`src/rtl/fracclk_pkg.sv`:
```
// Package: shared constants and types for the fractional-rate clock enable
// controller. Assumes a 32-bit register data path.
package fracclk_pkg;
    localparam int DATA_W    = 32;
    localparam int RATIO_OFS = 0;   // ratio word byte offset
    localparam int KICK_OFS  = 4;   // commit word byte offset
    localparam int FIELD_LSB = 8;   // ratio field position in the ratio word
    localparam int KICK_BIT  = 31;  // commit flag position in the commit word

    typedef enum logic [1:0] {
        KS_IDLE = 2'd0,
        KS_SYNC = 2'd1,
        KS_WAIT = 2'd2
    } kick_state_t;
endpackage

```
`src/rtl/fracclk_regs.sv`:
```
// Register window: decodes writes to the ratio and commit words, holds the
// shadow ratio field and returns read data. Assumes busy_i comes from the
// commit state machine; every write is refused while it is high.
module fracclk_regs
    import fracclk_pkg::*;
#(
    parameter int ADDR_W  = 8,
    parameter int FIELD_W = 5
) (
    input  logic               clk,
    input  logic               rst_n,
    input  logic               wr_en,
    input  logic [ADDR_W-1:0]  addr,
    input  logic [DATA_W-1:0]  wdata,
    input  logic               busy_i,
    output logic [DATA_W-1:0]  rdata,
    output logic [FIELD_W-1:0] shadow_o,
    output logic               kick_req_o
);
    logic               ratio_hit;
    logic               kick_hit;
    logic               ratio_wr;
    logic [FIELD_W-1:0] shadow_q;

    assign ratio_hit  = (addr == ADDR_W'(RATIO_OFS));
    assign kick_hit   = (addr == ADDR_W'(KICK_OFS));
    assign ratio_wr   = wr_en && ratio_hit && !busy_i;
    assign kick_req_o = wr_en && kick_hit && wdata[KICK_BIT] && !busy_i;
    assign shadow_o   = shadow_q;

    // Capture the shadow ratio field on an accepted write.
    always_ff @(posedge clk) begin
        if (!rst_n)
            shadow_q <= '0;
        else if (ratio_wr)
            shadow_q <= wdata[FIELD_LSB +: FIELD_W];
    end

    // Return the addressed word; bits with no storage read as zero.
    always_comb begin
        rdata = '0;
        if (ratio_hit)
            rdata[FIELD_LSB +: FIELD_W] = shadow_q;
        else if (kick_hit)
            rdata[KICK_BIT] = busy_i;
    end


    shadow_frozen_chk: assert property (@(posedge clk) disable iff (!rst_n)
        $past(busy_i) |-> $stable(shadow_q));


    kick_sets_busy_chk: assert property (@(posedge clk) disable iff (!rst_n)
        kick_req_o |=> busy_i);
endmodule

```
`src/rtl/fracclk_kick.sv`:
```
// Commit handshake: on a request it holds busy through SYNC_CYC cycles of
// synchronisation, then waits for the accumulator carry and pulses load in
// that cycle. Assumes kick_req_i is only raised while idle.
module fracclk_kick
    import fracclk_pkg::*;
#(
    parameter int SYNC_CYC = 4,
    parameter int DEN      = 32
) (
    input  logic clk,
    input  logic rst_n,
    input  logic kick_req_i,
    input  logic carry_i,
    output logic busy_o,
    output logic load_o
);
    localparam int CNT_W = $clog2(SYNC_CYC + 1);
    localparam int LEN_W = $clog2(SYNC_CYC + DEN + 2);

    kick_state_t      state_q;
    logic [CNT_W-1:0] cnt_q;
    logic [LEN_W-1:0] busy_len_q;

    assign busy_o = (state_q != KS_IDLE);
    assign load_o = (state_q == KS_WAIT) && carry_i;

    // Step the handshake: idle -> sync delay -> wait for wrap -> idle.
    always_ff @(posedge clk) begin
        if (!rst_n) begin
            state_q <= KS_IDLE;
            cnt_q   <= '0;
        end else begin
            unique case (state_q)
                KS_IDLE: if (kick_req_i) begin
                    state_q <= KS_SYNC;
                    cnt_q   <= '0;
                end
                KS_SYNC: begin
                    if (cnt_q == CNT_W'(SYNC_CYC - 1))
                        state_q <= KS_WAIT;
                    cnt_q <= cnt_q + 1'b1;
                end
                KS_WAIT: if (carry_i) state_q <= KS_IDLE;
                default: state_q <= KS_IDLE;
            endcase
        end
    end

    // Checker counter: length of the current busy interval.
    always_ff @(posedge clk) begin
        if (!rst_n)
            busy_len_q <= '0;
        else if (busy_o)
            busy_len_q <= busy_len_q + 1'b1;
        else
            busy_len_q <= '0;
    end


    busy_upper_chk: assert property (@(posedge clk) disable iff (!rst_n)
        busy_len_q <= LEN_W'(SYNC_CYC + DEN));


    busy_lower_chk: assert property (@(posedge clk) disable iff (!rst_n)
        (!busy_o && busy_len_q != '0) |-> (busy_len_q >= LEN_W'(SYNC_CYC + 1)));


    clear_on_wrap_chk: assert property (@(posedge clk) disable iff (!rst_n)
        $fell(busy_o) |-> $past(carry_i));
endmodule

```
`src/rtl/fracclk_accum.sv`:
```
// Pulse-swallowing accumulator: adds the active multiplier (2**ACC_W minus
// the active field) each cycle and registers the carry as the enable. The
// active field reloads from the shadow when load_i is high.
module fracclk_accum #(
    parameter int ACC_W = 5
) (
    input  logic             clk,
    input  logic             rst_n,
    input  logic             load_i,
    input  logic [ACC_W-1:0] shadow_i,
    output logic             carry_o,
    output logic             clk_en_o
);
    localparam int DEN = 1 << ACC_W;

    logic [ACC_W-1:0] acc_q;
    logic [ACC_W-1:0] act_field_q;
    logic [ACC_W:0]   mult;
    logic [ACC_W:0]   sum;

    assign mult    = (ACC_W+1)'(DEN) - {1'b0, act_field_q};
    assign sum     = {1'b0, acc_q} + mult;
    assign carry_o = sum[ACC_W];

    // Advance the phase and register the carry as the enable.
    always_ff @(posedge clk) begin
        if (!rst_n) begin
            acc_q    <= '0;
            clk_en_o <= 1'b0;
        end else begin
            acc_q    <= sum[ACC_W-1:0];
            clk_en_o <= carry_o;
        end
    end

    // Reload the active field from the shadow on a committed wrap.
    always_ff @(posedge clk) begin
        if (!rst_n)
            act_field_q <= '0;
        else if (load_i)
            act_field_q <= shadow_i;
    end


    ratio_moves_on_load_chk: assert property (@(posedge clk) disable iff (!rst_n)
        (act_field_q != $past(act_field_q)) |-> $past(load_i));


    full_rate_chk: assert property (@(posedge clk) disable iff (!rst_n)
        ($past(rst_n) && $past(act_field_q) == '0) |-> clk_en_o);
endmodule

```
`src/rtl/fracclk_ctrl.sv`:
```
// Top: fractional-rate clock enable controller. It joins the register window,
// the commit handshake and the accumulator. Assumes a single clock domain and
// software that polls busy (commit bit) before writing new values.
module fracclk_ctrl
    import fracclk_pkg::*;
#(
    parameter int ADDR_W   = 8,
    parameter int ACC_W    = 5,
    parameter int SYNC_CYC = 4
) (
    input  logic              clk,
    input  logic              rst_n,
    input  logic              wr_en,
    input  logic [ADDR_W-1:0] addr,
    input  logic [31:0]       wdata,
    output logic [31:0]       rdata,
    output logic              clk_en,
    output logic              busy
);
    localparam int DEN = 1 << ACC_W;

    logic [ACC_W-1:0] shadow;
    logic             kick_req;
    logic             carry;
    logic             load;

    fracclk_regs #(.ADDR_W(ADDR_W), .FIELD_W(ACC_W)) u_regs (
        .clk        (clk),
        .rst_n      (rst_n),
        .wr_en      (wr_en),
        .addr       (addr),
        .wdata      (wdata),
        .busy_i     (busy),
        .rdata      (rdata),
        .shadow_o   (shadow),
        .kick_req_o (kick_req)
    );

    fracclk_kick #(.SYNC_CYC(SYNC_CYC), .DEN(DEN)) u_kick (
        .clk        (clk),
        .rst_n      (rst_n),
        .kick_req_i (kick_req),
        .carry_i    (carry),
        .busy_o     (busy),
        .load_o     (load)
    );

    fracclk_accum #(.ACC_W(ACC_W)) u_accum (
        .clk      (clk),
        .rst_n    (rst_n),
        .load_i   (load),
        .shadow_i (shadow),
        .carry_o  (carry),
        .clk_en_o (clk_en)
    );


    reset_quiet_chk: assert property (@(posedge clk)
        !rst_n |=> (!busy && !clk_en));
endmodule

```
`config.mk`:
```
export PLATFORM = sky130hd
export DESIGN_NAME = fracclk_ctrl
export DESIGN_NICKNAME = d
export VERILOG_FILES = /design/src/rtl/fracclk_pkg.sv /design/src/rtl/fracclk_regs.sv /design/src/rtl/fracclk_kick.sv /design/src/rtl/fracclk_accum.sv /design/src/rtl/fracclk_ctrl.sv
export SDC_FILE = /design/constraint.sdc
export NUM_CORES = 1
export LEC_CHECK = 0
export BUFFER_PORTS_ARGS = -buffer_cell sky130_fd_sc_hd__buf_2
export CAP_MARGIN = 20
export CORE_ASPECT_RATIO = 1.1
export CORE_MARGIN = 2
export CORE_UTILIZATION = 40
export CTS_BUF_LIST = sky130_fd_sc_hd__clkbuf_8
export DETAILED_ROUTE_END_ITERATION = 8
export PLACE_DENSITY = 0.87
export SETUP_SLACK_MARGIN = 0.4
export SYNTH_ARGS = -nofsm -noshare
export SYNTH_HDL_FRONTEND = slang
export SYNTH_SLANG_ARGS = --single-unit
```
`constraint.sdc`:
```
create_clock -name clk -period 1.6 [get_ports clk]
set_input_delay 0.08 -clock clk [delete_from_list [all_inputs] [get_ports clk]]
set_output_delay 0.08 -clock clk [all_outputs]
set_load 0.05 [all_outputs]
```
Word level (Yosys, flattened, before mapping)
Cells that the tools add are included.
- register bits: 21
- output and inout bits: 34
- logic and storage cells: 38
- add/sub/neg operators: 3
- equal/unequal tests: 7
- muxes and demuxes: 9
- reduce and logical (&&, ||, !) cells: 13
- operators by type and width (cell ; count):
    $eq A8 B3 Y1 const B ; 1
    $logic_not A8 Y1 ; 1
    $add A5 B6 Y6 ; 1
    $logic_and A1 B1 Y1 ; 6
    $mux W2 ; 3
    $pmux W2 S3 ; 1
    $pmux W3 S2 ; 1
    $sub A6 B5 Y6 const A ; 1
    $mux W5 ; 1
    $ne A2 B1 Y1 const B ; 2
    $reduce_bool A2 Y1 ; 2
    $add A3 B1 Y3 const B ; 1
    $eq A3 B2 Y1 const B ; 1
    $mux W3 ; 1
    $reduce_and A3 Y1 ; 1
    $eq A2 B1 Y1 const B ; 1
    $eq A2 B2 Y1 const B ; 1
    $logic_not A2 Y1 ; 1
    $mux W1 ; 2
    $ne A2 B2 Y1 const B ; 1
    $reduce_and A2 Y1 ; 1
    $logic_not A1 Y1 ; 1

Depth between registers and ports, before layout
- depth in word-level cells: 6
- mapped depth: 7
- mapped depth without buffers: 7

Cells and area by module
A second synthesis with hierarchy kept.
- cell total of the unflattened synthesis: 146
- area, all modules: 1297.5 µm²
- modules (own cells, without submodules) (module ; instances ; cells each ; area an instance (µm²) ; seq. area each (µm²)):
    fracclk_accum ; 1 ; 56 ; 551.8 ; 220.2
    fracclk_regs ; 1 ; 63 ; 495.5 ; 100.1
    fracclk_kick ; 1 ; 27 ; 250.2 ; 100.1

Worst setup path before layout
Ideal clock, no wire load.
- kind: reg2reg
- start: reg u_accum.act_field_q[1]
- end: reg u_kick.state_q[1]
- data arrival time: 1.606 ns
- required time: 1.527 ns
- path slack: -0.079 ns
- stages on the path, launching flop included: 7
- buffers on the path: 0
- cells stage by stage: dfxtp_1 > inv_1 > ha_1 > nor2b_1 > o31a_1 > or4_1 > a21oi_1
- cells in the longest elaborated chain, start to end: 4
- RTL lines (element ; line ; source):
    start: declaration ; fracclk_accum.sv:17 ; logic [ACC_W-1:0] act_field_q;
    start signal: assignment ; fracclk_accum.sv:41 ; act_field_q <= shadow_i;
    $sub A6 B5 Y6 ; fracclk_accum.sv:21 ; assign mult = (ACC_W+1)'(DEN) - {1'b0, act_field_q};
    $add A5 B6 Y6 ; fracclk_accum.sv:22 ; assign sum = {1'b0, acc_q} + mult;
    $ne A2 B1 Y1 (no line) ; -- ;
    $reduce_and A3 Y1 (no line) ; -- ;
    end signal: assignment ; fracclk_kick.sv:40 ; state_q <= KS_WAIT;
    end signal: assignment ; fracclk_kick.sv:43 ; KS_WAIT: if (carry_i) state_q <= KS_IDLE;
    end signal: assignment ; fracclk_kick.sv:44 ; default: state_q <= KS_IDLE;
    end: declaration ; fracclk_kick.sv:20 ; kick_state_t state_q;
Every way passes these cells.
A chain may end at the register's enable or synchronous reset.

Final worst setup path
Ends and elaborated chain as after synthesis.

==> results.md <==
- Post-Synth XOR/XNOR Area: 0%
- Final GP Congestion: 0.796
- Core area: 3050 um^2
- Clock tree root buffer cell: clkbuf_8
- Warnings from Yosys: 0
- Vert. Die Dim: 63.4 um
- CP top delay family: simple AND/OR/NAND/NOR gates
- DR pass1 iterations: 4
- Setup ws final: -0.114 ns
- Diode count: 0
- Synth Instances: 147
- Rows: 21
- WL per Instance: 12.1 um
- Clk sinks: 21
- Critical path class: reg2reg
- Final wirelength: 2580 um
- Top post-synthesis cells by area: dfxtp_1 (33%), buf_4 (15%), mux2i_1 (7.8%), ha_1 (6.8%), nand2_1 (4.7%)
- Adder-cell share of the synthesized area: 8.40%
- Io pins: 77
- Setup TNS: -0.534 ns
- Most frequent cells in the layout: conb_1 (26), nand2_1 (16), buf_2 (15)
- CP bufs+invs: 1
- Worst Path Required: 1.79 ns
- Hold-fix buffers, CTS: 0
- CTS tree: yes
- Fin nets: 231
- Sequential share of the synthesized area: 32.8%
- Power density cells: 658 nW/um^2
- Die Width: 58.0 um
- Final Hold Viols: 0
- Routed vias: 996
- DRC Markers: 0
- Yosys reg bits: 21
- CP Max Fanout: 4
- Slowest cell on the critical path: or4_1
- Vias/cell: 4.68
- Synth area leader: dfxtp_1
- Placed inst area: 1370 um^2
- CTS buffer count: 3
- Average size of a mapped cell: 8.72 um^2
- Dpl cells: 205
- Max Cap Viol: 0
- Top-area cell type share of the netlist area: 32.8%
- Crit path largest cell delay: 0.43 ns
- Complex-gate fraction of the synthesized area: 9.08%
- GRT Total Usage: 15.1%
- Final Cycle Share: 107%
- Global-route wire length before repair: 4280 um
- Number of global-route vias before repair: 943
- Synth Area in Simple Gates: 20.8%
- Crit path time final: 1.71 ns
- Worst Hold Class: in2reg
- Final HPWL DP: 1750 um
- Multi-input logic area: 827 um^2
- Initial DRC count: 9
- Final Core Density: 53.8%
- Critical path cell sequence: inv_2 -> ha_4 -> nor2b_4 -> o31a_1 -> or4_1 -> a21oi_2
- Share of layout cells above drive strength 1: 39.7%
- CP startpoint kind: flop
- Setup WS pre-CTS: -0.106 ns
- Antenna violations before repair: 0
- Failing checks: setup timing
- Max Clock Freq: 0.583 GHz
- Layout area overhead: 28.0%
- RSZ-0062 raised after global routing: yes
- Crit end category: flop
- Mux cell area share after synthesis: 8.69%
- Starting Density: 42.0%
- Final-layout fill cell count: 265
- Clock-pin transition on the worst setup and hold timing paths: 0.09 ns
- Max IR drop VDD: 0.732 mV
- FF/Latch Area: 429 um^2
- Die footprint: 3670 um^2
- Gr ovfl total: 0
- Fin Clk Skew: 0.00762 ns
- Crit path DAT: 1.90 ns
- Post-synthesis cell type count: 32
- Status: finished, violations left
- Max clock buf depth: 2
- Largest net degree at the start of global routing: 18
- Final Setup Violations: 6
- Most common cell after layout, fill and taps aside: conb_1
- Post-route ant nets: 0
- Non-filler cells, final: 213
- Design Area, Final: 1640 um^2
- Max-slew violation count: 0
- LEAKAGE: 0.723 nW
- CTS H-tree lvls: 1
- Mapped Area: 1280 um^2
- Clock latency on the worst-skew pair: 0.27 ns
- Combinational family with the most area after synthesis: simple AND/OR/NAND/NOR gates
- Port bufs: 24
## state kept, by name, indices dropped and copies added, names as in the netlist
register,flops
u_accum.acc_q,5
u_accum.act_field_q,5
u_regs.shadow_o,5
u_kick.cnt_q,3
u_kick.state_q,2
u_accum.clk_en_o,1
## metal layers
metal  up-vias  part of all wire (%)  GRT usage, %  wire length, um
met5         -                     0             0                0
met4         0                   2.0          6.69               52
met3         6                   3.7          3.90               95
met2        23                    54          26.7             1400
met1       468                    40          16.5             1030
li1        499                     -             -                -
## synthesized netlist by cell type
| cell type | instances |
|---|---|
| or4_1 | 1 |
| buf_6 | 1 |
| dfxtp_1 | 21 |
| clkbuf_1 | 2 |
| mux2_2 | 1 |
| a211oi_1 | 1 |
| nand2b_1 | 2 |
| a31oi_1 | 1 |
| buf_4 | 26 |
| nor2b_1 | 4 |
| a21boi_0 | 1 |
| and3_1 | 2 |
| nor4_4 | 1 |
| fa_1 | 1 |
| o31ai_4 | 1 |
| o21ai_0 | 6 |
| inv_1 | 10 |
| nand3_1 | 2 |
| conb_1 | 1 |
| o31a_1 | 1 |
| nor3b_1 | 2 |
| o21a_1 | 1 |
| mux2i_1 | 10 |
| clkinv_1 | 1 |
| nor2_1 | 8 |
| ha_1 | 7 |
| nor3_1 | 5 |
| nand2_1 | 16 |
| and3b_2 | 1 |
| a21oi_1 | 4 |
| a22oi_1 | 1 |
| and2_2 | 5 |
## final timing paths
check | startpoint | end | slack, ns | depth (start not counted)
min reg2reg | u_accum.act_field_q[3] | u_accum.act_field_q[3] | 0.47 | 2
max reg2reg | u_accum.act_field_q[1] | u_kick.state_q[1] | -0.11 | 6
max | u_accum.act_field_q[1] | u_kick.state_q[1] | -0.11 | 6
min | wdata[8] | u_regs.shadow_o[0] | 0.05 | 3
## layout make-up
cell class | instances | share of cell area [%]
clock buffers | 3 | 2.52
multi-input cells | 111 | 50.4
well taps | 34 | 2.59
inverters | 11 | 2.52
flip-flops and latches | 21 | 26.2
repair buffers | 32 | 15.3
clock inverters | 1 | 0.458
## logic make-up (layout without fill, tap and decap cells)
family	after synthesis	in the layout
and+or+nand+nor	49	49
buffers and inverters	40	47
muxes	11	11
DFF	21	21
adders and majority gates	8	8
other	1	26
AOI/OAI and AO/OA	17	17
## through the flow
step	power [mW]	hold WS, ns
final	1.08	0.0485
after CTS	1.09	0.0446
after global routing	1.12	0.0552
after floorplan	0.740	0.222
after global placement	0.716	0.331
after detailed placement	0.717	0.337
## repair_timing
| action | 4_1_cts | 5_1_grt |
|---|---|---|
| pin swaps | 8 | 15 |
| gates resized for setup | 24 | 30 |
| endpoints found under the setup margin | 22 | 24 |
| setup buffers | 0 | 4 |
| cloned | 0 | 0 |
## power by group
part           switching, mW  leakage, nW  internal (mW)
clock                  0.188       0.0217          0.176
sequential          0.000410        0.173          0.523
combinational          0.165        0.528         0.0258
## worst reg2reg max path, cell delays in order, from the launching register on
cell	delay, ns
dfxtp_2	0.35
inv_2	0.05
ha_4	0.20
nor2b_4	0.12
o31a_1	0.36
or4_1	0.43
a21oi_2	0.12
Note: power is estimated with default switching activity, not from simulation.
